<file path="src/rtl/nib_core_pkg.sv">
package nib_core_pkg;

  typedef enum logic [1:0] {
    ALU_PASS = 2'd0,
    ALU_ADD  = 2'd1,
    ALU_SUB  = 2'd2,
    ALU_NOR  = 2'd3
  } alu_op_e;

  typedef enum logic [1:0] {
    SRC_IMM  = 2'd0,
    SRC_MEM  = 2'd1,
    SRC_PORT = 2'd2,
    SRC_NONE = 2'd3
  } opnd_src_e;

  // 13-bit control word, most significant field first
  typedef struct packed {
    logic      carry_ld;
    logic      out_ld;
    logic      mem_wr;
    logic      mem_en;
    opnd_src_e src;
    alu_op_e   alu;
    logic      zero_ld;
    logic      acc_ld;
    logic      pc_ld;
    logic      pc_inc;
    logic      fetch_ld;
  } ctrl_t;

  localparam int CTRL_W = $bits(ctrl_t);

endpackage

</file>
<file path="src/rtl/nib_alu.sv">
module nib_alu
  import nib_core_pkg::*;
#(
  parameter int W = 4
) (
  input  logic [W-1:0] a,
  input  logic [W-1:0] b,
  input  alu_op_e      op,
  output logic [W-1:0] y,
  output logic         cout
);

  logic [W:0] sum_w;
  logic [W:0] dif_w;

  assign sum_w = {1'b0, a} + {1'b0, b};
  // two's complement subtract; top bit set means no borrow
  assign dif_w = {1'b0, a} + {1'b0, ~b} + {{W{1'b0}}, 1'b1};

  always_comb begin
    case (op)
      ALU_PASS: begin y = b;           cout = 1'b0;     end
      ALU_ADD:  begin y = sum_w[W-1:0]; cout = sum_w[W]; end
      ALU_SUB:  begin y = dif_w[W-1:0]; cout = dif_w[W]; end
      default:  begin y = ~(a | b);    cout = 1'b0;     end
    endcase
  end

endmodule

</file>
<file path="src/rtl/nib_seq.sv">
module nib_seq #(
  parameter int PW = 8,
  parameter int AW = 12
) (
  input  logic          clk,
  input  logic          rst_n,
  input  logic          fetch_ld,
  input  logic          pc_inc,
  input  logic          pc_ld,
  input  logic [PW-1:0] prog_byte,
  output logic [AW-1:0] pc,
  output logic          phase,
  output logic [PW-1:0] fetch
);

  localparam int HI_W = AW - PW;
  localparam logic [AW-1:0] PC_ONE = {{(AW-1){1'b0}}, 1'b1};

  logic [AW-1:0] pc_q;
  logic          phase_q;
  logic [PW-1:0] fetch_q;
  logic [AW-1:0] target;

  assign target = {fetch_q[HI_W-1:0], prog_byte};

  always_ff @(posedge clk) begin
    if (!rst_n) begin
      pc_q    <= '0;
      phase_q <= 1'b0;
      fetch_q <= '0;
    end else begin
      phase_q <= ~phase_q;
      if (fetch_ld) fetch_q <= prog_byte;
      if (pc_ld)       pc_q <= target;
      else if (pc_inc) pc_q <= pc_q + PC_ONE;
    end
  end

  assign pc    = pc_q;
  assign phase = phase_q;
  assign fetch = fetch_q;

  // fetch clock always advances the program counter by one
  assert_fetch_pc_step_R2: assert property (@(posedge clk) disable iff (!rst_n)
    !phase_q |=> (pc_q == $past(pc_q) + PC_ONE));

  // a jump lands on the full 12-bit target
  assert_jump_target_R8: assert property (@(posedge clk) disable iff (!rst_n)
    (phase_q && pc_ld) |=> (pc_q == $past(target)));

endmodule

</file>
<file path="src/rtl/nib_datapath.sv">
module nib_datapath
  import nib_core_pkg::*;
#(
  parameter int DW = 4
) (
  input  logic          clk,
  input  logic          rst_n,
  input  logic          phase,
  input  logic          acc_ld,
  input  logic          zero_ld,
  input  logic          carry_ld,
  input  logic          out_ld,
  input  alu_op_e       alu_op,
  input  opnd_src_e     src,
  input  logic [DW-1:0] imm,
  input  logic [DW-1:0] mem_rd,
  input  logic [DW-1:0] port_in,
  output logic [DW-1:0] acc,
  output logic          carry,
  output logic          zero,
  output logic [DW-1:0] out_q
);

  logic [DW-1:0] opnd;
  logic [DW-1:0] res;
  logic          res_c;
  logic [DW-1:0] acc_q;
  logic [DW-1:0] out_r;
  logic          carry_q;
  logic          zero_q;

  always_comb begin
    case (src)
      SRC_IMM:  opnd = imm;
      SRC_MEM:  opnd = mem_rd;
      SRC_PORT: opnd = port_in;
      default:  opnd = '0;
    endcase
  end

  nib_alu #(.W(DW)) u_alu (
    .a    (acc_q),
    .b    (opnd),
    .op   (alu_op),
    .y    (res),
    .cout (res_c)
  );

  always_ff @(posedge clk) begin
    if (!rst_n) begin
      acc_q   <= '0;
      out_r   <= '0;
      carry_q <= 1'b0;
      zero_q  <= 1'b0;
    end else begin
      if (acc_ld)   acc_q   <= res;
      if (carry_ld) carry_q <= res_c;
      if (zero_ld)  zero_q  <= ~|res;
      if (out_ld)   out_r   <= acc_q;
    end
  end

  assign acc   = acc_q;
  assign carry = carry_q;
  assign zero  = zero_q;
  assign out_q = out_r;

  // a result that lands in the accumulator leaves zero consistent with it
  assert_zero_matches_acc_R5: assert property (@(posedge clk) disable iff (!rst_n)
    (acc_ld && zero_ld) |=> (zero_q == (acc_q == '0)));

  // the fetch clock never disturbs the accumulator
  assert_acc_hold_fetch_R2: assert property (@(posedge clk) disable iff (!rst_n)
    !phase |=> $stable(acc_q));

  // output register only moves on an output load
  assert_out_hold_R10: assert property (@(posedge clk) disable iff (!rst_n)
    !out_ld |=> $stable(out_r));

endmodule

</file>
<file path="src/rtl/nib_core.sv">
module nib_core
  import nib_core_pkg::*;
#(
  parameter int DATA_W = 4,
  parameter int PROG_W = 8,
  parameter int ADDR_W = 12,
  localparam int HI_W  = ADDR_W - PROG_W,
  localparam int OPC_W = PROG_W - HI_W,
  localparam int UA_W  = OPC_W + 3
) (
  input  logic              clk,
  input  logic              rst_n,
  output logic [ADDR_W-1:0] prog_addr,
  input  logic [PROG_W-1:0] prog_data,
  output logic [UA_W-1:0]   uc_addr,
  input  logic [CTRL_W-1:0] uc_word,
  output logic [ADDR_W-1:0] dmem_addr,
  output logic [DATA_W-1:0] dmem_wdata,
  input  logic [DATA_W-1:0] dmem_rdata,
  output logic              dmem_ce_n,
  output logic              dmem_we_n,
  input  logic [DATA_W-1:0] in_port,
  output logic [DATA_W-1:0] out_port
);

  ctrl_t             ctrl;
  logic [PROG_W-1:0] fetch;
  logic              phase;
  logic              carry;
  logic              zero;
  logic [DATA_W-1:0] acc;

  assign ctrl = ctrl_t'(uc_word);

  nib_seq #(.PW(PROG_W), .AW(ADDR_W)) u_seq (
    .clk       (clk),
    .rst_n     (rst_n),
    .fetch_ld  (ctrl.fetch_ld),
    .pc_inc    (ctrl.pc_inc),
    .pc_ld     (ctrl.pc_ld),
    .prog_byte (prog_data),
    .pc        (prog_addr),
    .phase     (phase),
    .fetch     (fetch)
  );

  nib_datapath #(.DW(DATA_W)) u_dp (
    .clk      (clk),
    .rst_n    (rst_n),
    .phase    (phase),
    .acc_ld   (ctrl.acc_ld),
    .zero_ld  (ctrl.zero_ld),
    .carry_ld (ctrl.carry_ld),
    .out_ld   (ctrl.out_ld),
    .alu_op   (ctrl.alu),
    .src      (ctrl.src),
    .imm      (fetch[DATA_W-1:0]),
    .mem_rd   (dmem_rdata),
    .port_in  (in_port),
    .acc      (acc),
    .carry    (carry),
    .zero     (zero),
    .out_q    (out_port)
  );

  assign uc_addr    = {fetch[PROG_W-1:HI_W], phase, carry, zero};
  assign dmem_addr  = {fetch[HI_W-1:0], prog_data};
  assign dmem_wdata = acc;
  // memory is live only in the low half of the clock
  assign dmem_ce_n  = ~ctrl.mem_en | clk;
  assign dmem_we_n  = ~ctrl.mem_wr;

  // write data held across the whole execute clock up to the committing edge
  assert_wdata_stable_R6: assert property (@(posedge clk) disable iff (!rst_n)
    (phase && ctrl.mem_wr) |-> $stable(acc));

endmodule

</file>
<file path="config.mk">
export PLATFORM = sky130hd
export DESIGN_NAME = nib_core
export DESIGN_NICKNAME = d
export VERILOG_FILES = /design/src/rtl/nib_core_pkg.sv /design/src/rtl/nib_alu.sv /design/src/rtl/nib_seq.sv /design/src/rtl/nib_datapath.sv /design/src/rtl/nib_core.sv
export SDC_FILE = /design/constraint.sdc
export NUM_CORES = 1
export LEC_CHECK = 0
export ABC_AREA = 1
export BUFFER_PORTS_ARGS = -buffer_cell sky130_fd_sc_hd__buf_4
export CAP_MARGIN = 20
export CORE_MARGIN = 5
export CORE_UTILIZATION = 54
export CTS_CLUSTER_DIAMETER = 40
export CTS_CLUSTER_SIZE = 8
export DETAILED_ROUTE_END_ITERATION = 7
export GPL_TIMING_DRIVEN = 0
export PLACE_DENSITY_LB_ADDON = 0.25
export SLEW_MARGIN = 20
export SYNTH_ARGS = -nofsm -noshare
export SYNTH_HDL_FRONTEND = slang
export SYNTH_SLANG_ARGS = --single-unit
</file>
<file path="constraint.sdc">
create_clock -name clk -period 3.5 [get_ports clk]
set_input_delay 0.35 -clock clk [delete_from_list [all_inputs] [get_ports clk]]
set_output_delay 0.35 -clock clk [all_outputs]
set_load 0.02 [all_outputs]
</file>
# Yosys cells after proc, flatten, opt, wreduce, memory -nomap -nowiden
# Index checks and enable logic that the tools add are counted.
# totals
wordCells	32
mem_bits_ro	0
input_bits	31
latchBits	0
regBits	31
ram_bits	0
output_inout_bits	41
memories	0
# classes
n_eq_ne	4
mux	5
n_bitwise	7
order_cmp	0
div	0
n_shift	0
mul	0
addsub	4
n_reduce_logical	5
# ops
cell	n
$mux W12	2
$pmux W4 S3	2
$add A12 B1 Y12 const B	1
$add A4 B4 Y5	2
$not A4 Y4	2
$add A5 B1 Y5 const B	1
$eq A2 B1 Y1 const B	2
$eq A2 B2 Y1 const B	2
$logic_not A2 Y1	2
$or A4 B4 Y4	1
$reduce_or A4 Y1	1
$not A1 Y1	3
$pmux W1 S2	1
$reduce_bool A2 Y1	1
$logic_not A1 Y1	1
$or A1 B1 Y1	1

# Logic depth before layout (Yosys ltp)
# Gate-level depths: netlist of the first run.
# logic_depth
word_depth	8
mapped_depth	17
depth_no_buf	17

# Cells and area by module
# A second synthesis of the first run with hierarchy kept.
# hier_totals
hier_cells	295
hier_area_um2	2033.2
# by_module_without_submodules
mod	area_each_um2	cells_per_inst	instances
nib_seq	1009.7	141	1
nib_alu	500.5	77	1
nib_datapath	429.2	63	1
nib_core	93.8	14	1

==> results.py, run 1 <==
metrics = {
    "final_layout": {
        "fill_cells": 318,
        "num-nets-final": 415,
        "multiInputGateArea_sq_um": 1150,
        "post_layout_nonfiller_instances": 414,
        "seq_area_sq_um": 621,
        "area_growth_pct": 34.2,
        "diodes": 0,
        "drive_above_1_share": 0.273,
        "finalInstanceArea_sq_um": 2700,
    },
    "run_status": {
        "outcome": "finished clean",
    },
    "synth": {
        "synth-edff-count": 0,
        "synthFlopType": "dfxtp_1",
        "synthArstFlopShare": 0,
        "synth_top_area_frac": 0.308,
        "synthTopCellsByArea": "dfxtp_1 (31%), ha_1 (11%), nand2_1 (10%), inv_1 (7.3%), o21ai_0 (6.0%)",
        "synth.yosys.seq_area_share": 0.308,
        "ys_ff_latch": 31,
        "post-synth-top-area-cell": "dfxtp_1",
        "yosys_warnings": 0,
        "synth_cell_types": 27,
        "synth_fp_nets": 339,
        "synthCells": 289,
        "synthesis.area_sq_um": 2010,
        "synth.avg_cell_area_sq_um": 6.97,
    },
    "clocking": {
        "cts.path.max_buffers": 2,
        "cts_setup_buffers": 0,
        "path_clk_slew_ns": 0.07,
        "clockRootBuffer": "clkbuf_8",
        "postCtsHoldBufs": 0,
        "insertion_delay_ns": 0.28,
        "cts_buffers": 5,
        "htree_num_levels": 2,
        "cts_resized": 0,
        "cts_tree": "built",
    },
    "global_routing": {
        "grt_pass1_vias": 2110,
        "grt_usage": 0.219,
        "antenna_found_initial": 0,
        "grt_overflow": 0,
        "grt_max_degree": 12,
        "grt_pass1_wl_microns": 8970,
    },
    "placement": {
        "io_buffers": 69,
        "dpl-instance-area_sq_um": 2590,
        "dp_slack_ns": 1.09,
        "gp_congestion": 0.941,
        "placed_cells": 406,
        "dp_hpwl_microns": 4280,
    },
    "routing": {
        "drtPass1Iterations": 7,
        "vias_per_cell": 5.26,
        "ant_nets": 0,
        "finalWirelength_microns": 5470,
        "vias": 2179,
        "drcViolationCount": 0,
        "drt_iter0_markers": 201,
        "wire_per_inst_microns": 13.2,
    },
    "pwr": {
        "ir_drop_mv": 0.304,
        "power.leakage_uw": 0.00136,
        "p_per_area_nw_per_um2": 388,
    },
    "worst_hold_path": {
        "hp-class": "input port to flop",
    },
    "critical_path": {
        "critPathLaunchType": "clock port",
        "path_common_cell": "clkbuf_8",
        "worst_path_max_delay_cell": "clkbuf_8",
        "path_class": "clock port to primary output",
        "crit_arrival_ns": 2.28,
        "end_kind": "primary output",
        "max_stage_delay_ns": 0.15,
        "path_max_fanout": 9,
        "crit_chain": "clkbuf_8 > clkbuf_8 > inv_1 > nand2_1 > buf_4",
        "worstPathRequired_ns": 3.15,
    },
    "die": {
        "die-area_sq_um": 5050,
        "start_util": 0.554,
        "rows": 22,
        "die_h_microns": 71.1,
        "die_x_microns": 71.1,
        "core_area_sq_um": 3630,
        "ios": 72,
    },
    "timing": {
        "relSlewSlack": 0.626,
        "tns_ns": 0,
        "fin_ws_ns": 0.871,
        "finalMaxSlewViolations": 0,
        "finalSetupViolations": 0,
        "hold_violations": 0,
        "tightest_slew_ns": 0.559,
        "rsz0062_at_grt": "no",
        "fin_skew_ns": 0.00413,
    },
    "run": {
        "drv_cap": 0,
    },
}
logic make-up (layout without fill, tap and decap cells):
| family | Yosys count | in the layout | share of synthesized area |
|---|---|---|---|
| xor+xnor | 7 | 7 | 0.0305 |
| buf+inv | 54 | 131 | 0.122 |
| fa+ha+maj | 19 | 19 | 0.126 |
| simple gates | 123 | 123 | 0.267 |
| compound gates | 55 | 55 | 0.147 |
| flops | 31 | 31 | 0.308 |
worst max-delay path: cells and delay by family:
family | cells | cell delay [ns]
and+or+nand+nor | 1 | 0.04
buffers and inverters | 4 | 0.48
path summary, 6_finish.rpt:
kind	startpoint	to	slack, ns	depth (start not counted)
max reg2reg	u_seq.fetch[0]	u_dp.zero	1.40	16
min	uc_word[12]	u_dp.carry	0.25	2
min reg2reg	u_seq.phase	u_seq.phase	0.42	1
max	clk	dmem_ce_n	0.87	5
cells in the final DEF (no fill, tap or decap), drive strengths merged, types with 2 or more instances in the layout:
master,count
nand4,2
clkinvlp,2
nand2,56
xnor2,2
or2,4
dfxtp,31
a21oi,22
buf,81
o21ai,25
nand3,26
nor2,33
ha,17
inv,39
a31oi,4
fa,2
xor2,5
a22oi,2
clkbuf,8
metrics by stage:
step	util	hold slack, ns	total power, uW
global route	0.744	0.260	1110
finish	0.744	0.254	1050
floorplan	-	0.394	583
detailed placement	0.713	0.407	706
CTS	0.744	0.254	1050
global placement	0.713	0.403	700
sequential cells by signal (all words and copies together) (netlist names):
signal       flops
u_seq.pc        12
u_seq.fetch      8
u_dp.acc         4
u_dp.out_q       4
u_dp.carry       1
u_dp.zero        1
u_seq.phase      1
per-layer routing:
metal	vias to the layer above	track usage	part of all wire	wire (microns)
met5	-	0	0	0
met4	0	0.0960	0.026	140
met3	12	0.0455	0.066	363
met2	97	0.372	0.48	2600
met1	998	0.265	0.43	2360
li1	1072	-	-	-
cell type report:
cell class / instances / area share
multi-input cells: 204 / 0.425
well taps: 48 / 0.0222
plain buffers: 15 / 0.0366
repair buffers: 68 / 0.189
flip-flops and latches: 31 / 0.230
clock buffers: 6 / 0.0282
clock inverters: 4 / 0.0171
inverters: 38 / 0.0528
cell usage after synthesis, drive strengths merged (3+ instances only):
library cell	number
inv	39
buf	12
nor2	33
xor2	5
o21ai	25
clkbuf	3
ha	17
a21oi	22
dfxtp	31
nand3	26
a31oi	4
or2	4
nand2	56
where the power goes:
group	leakage [uW]	internal, uW	switching [uW]	total, uW
Combinational	0.00104	117	157	275
Sequential	0.000257	377	23.8	401
Clock	0.0000622	220	154	374
No activity file was read; power rests on OpenSTA's default activity.
==> run 2, diff against run 1 <==
Settings changed: CORE_UTILIZATION 54 to 50.
Clock period 3.5 ns to 2.6 ns, I/O delays scaled along.
==> run 2 against run 1 <==
Worst setup slack lost 0.36 ns. Clock-buffer cell count is the same. Flip-flop and latch count is the same. Critical path type unchanged. Largest cell class unchanged. Highest routed layer unchanged.
==> results.py, run 2 (synthesized netlist as in run 1, its figures left out) <==
metrics = {
    "worst_hold_path": {
        "hold_path_depth": 2,
        "hp-class": "input port to flop",
        "worstHoldStart": "uc_word[12]",
        "hold_end": "u_dp.carry",
    },
    "timing": {
        "fin_skew_ns": 0.00643,
        "fmax_ghz": 0.483,
        "finalMaxSlewViolations": 0,
        "relSlewSlack": 0.607,
        "hold_violations": 0,
        "fin_crit_sh": 0.802,
        "finalSetupViolations": 0,
        "period_minus_slack_ns": 2.08,
        "tns_ns": 0,
        "tightest_slew_ns": 0.587,
        "fin_hold_ws_ns": 0.160,
        "rsz0062_at_grt": "no",
    },
    "clocking": {
        "cts_setup_buffers": 0,
        "postCtsHoldBufs": 0,
        "cts_resized": 0,
        "cts.path.max_buffers": 2,
        "clockRootBuffer": "clkbuf_8",
        "htree_num_levels": 2,
        "insertion_delay_ns": 0.28,
        "path_clk_slew_ns": 0.07,
        "cts_buffers": 5,
        "cts_tree": "built",
    },
    "critical_path": {
        "r2r-start": "u_seq.fetch[0]",
        "rr_worst_depth": 16,
        "r2r_slack_ns": 0.53,
        "crit_chain": "clkbuf_8 > clkbuf_8 > inv_1 > nand2_1 > buf_4",
        "crit_arrival_ns": 1.82,
        "worst_path_max_delay_cell": "clkbuf_8",
        "path_class": "clock port to primary output",
        "worstPathRequired_ns": 2.34,
        "critPathLaunchType": "clock port",
        "path_common_cell": "clkbuf_8",
        "r2r_end": "u_dp.zero",
        "max_stage_delay_ns": 0.15,
        "path_max_fanout": 9,
        "end_kind": "primary output",
    },
    "routing": {
        "vias_per_cell": 5.01,
        "vias": 2084,
        "drcViolationCount": 0,
        "finalWirelength_microns": 5310,
        "drt_iter0_markers": 141,
        "drtPass1Iterations": 4,
        "route.met3.wl_microns": 378,
        "ant_nets": 0,
        "wl_met1_microns": 2280,
        "top_layer": "met4",
        "wl_met2_microns": 2610,
        "wire_per_inst_microns": 12.8,
    },
    "final_layout": {
        "fill_cells": 341,
        "post-route-util": 0.680,
        "area_growth_pct": 33.2,
        "diodes": 0,
        "final_common_cell": "buf_4",
        "num-nets-final": 415,
        "drive_above_1_share": 0.273,
        "largest_reg_flops": 12,
        "finalInstanceArea_sq_um": 2680,
        "final_cell_mix": "buf_4 (80), nand2_1 (55), inv_1 (39), nor2_1 (32), dfxtp_1 (31)",
    },
    "die": {
        "die_x_microns": 73.5,
        "die-area_sq_um": 5400,
        "core_area_sq_um": 3940,
        "die_h_microns": 73.5,
        "ios": 72,
        "start_util": 0.511,
        "rows": 23,
    },
    "global_routing": {
        "grt_usage": 0.219,
        "antenna_found_initial": 0,
        "grt_max_degree": 12,
        "grt_pass1_vias": 2107,
        "grt_pass1_wl_microns": 9250,
        "grt_overflow": 0,
    },
    "pwr": {
        "p_per_area_nw_per_um2": 489,
        "power.leakage_uw": 0.00135,
        "ir_drop_mv": 0.294,
        "p_total_uw": 1310,
    },
    "placement": {
        "dp_hpwl_microns": 4280,
        "gp_congestion": 0.930,
        "io_buffers": 69,
        "dpl-instance-area_sq_um": 2590,
    },
    "run": {
        "drv_cap": 0,
    },
    "run_status": {
        "outcome": "finished clean",
    },
}
## run 2: how the worst max path moves through the flow
| stage | startpoint | to | slack, ns |
|---|---|---|---|
| final | clk | dmem_ce_n | 0.52 |
| after global routing | u_seq.fetch[0] | u_dp.zero | 0.29 |
| after CTS | clk | dmem_ce_n | 0.51 |
| after detailed placement | uc_word[8] | u_dp.zero | 0.32 |
| after global placement | uc_word[8] | u_dp.zero | 0.33 |
| after floorplan | u_seq.fetch[0] | u_dp.zero | 0.66 |
## run 2: stage by stage
stage | setup WS (ns) | instances
after global placement | 0.334 | 408
final | 0.516 | 416
after detailed placement | 0.320 | 408
after global routing | 0.289 | 416
after CTS | 0.505 | 416
after floorplan | 0.660 | 289
## run 2: power breakdown
group          switching, uW  leakage (uW)  internal, uW
Clock                    205     0.0000560           199
Combinational            208       0.00104           158
Sequential              32.7      0.000257           508
Total                    445       0.00135           864
## run 2: critical path: cells and delay by family
family	cells	cell delay [ns]
buffers and inverters	4	0.48
and+or+nand+nor	1	0.04
## run 2: cell type report
| class | count | area (sq um) | area share |
|---|---|---|---|
| plain buffers | 15 | 98.8 | 0.0369 |
| flip-flops and latches | 31 | 621 | 0.231 |
| clock buffers | 6 | 76.3 | 0.0285 |
| well taps | 50 | 62.6 | 0.0233 |
| inverters | 38 | 143 | 0.0532 |
| clock inverters | 4 | 22.5 | 0.00840 |
| repair buffers | 68 | 510 | 0.190 |
| multi-input cells | 204 | 1150 | 0.428 |
## run 2: layer usage
layer / vias to the layer above / GRT usage
li1: 1077 / -
met1: 927 / 0.269
met2: 76 / 0.368
met3: 4 / 0.0575
met4: 0 / 0.0724
met5: - / 0
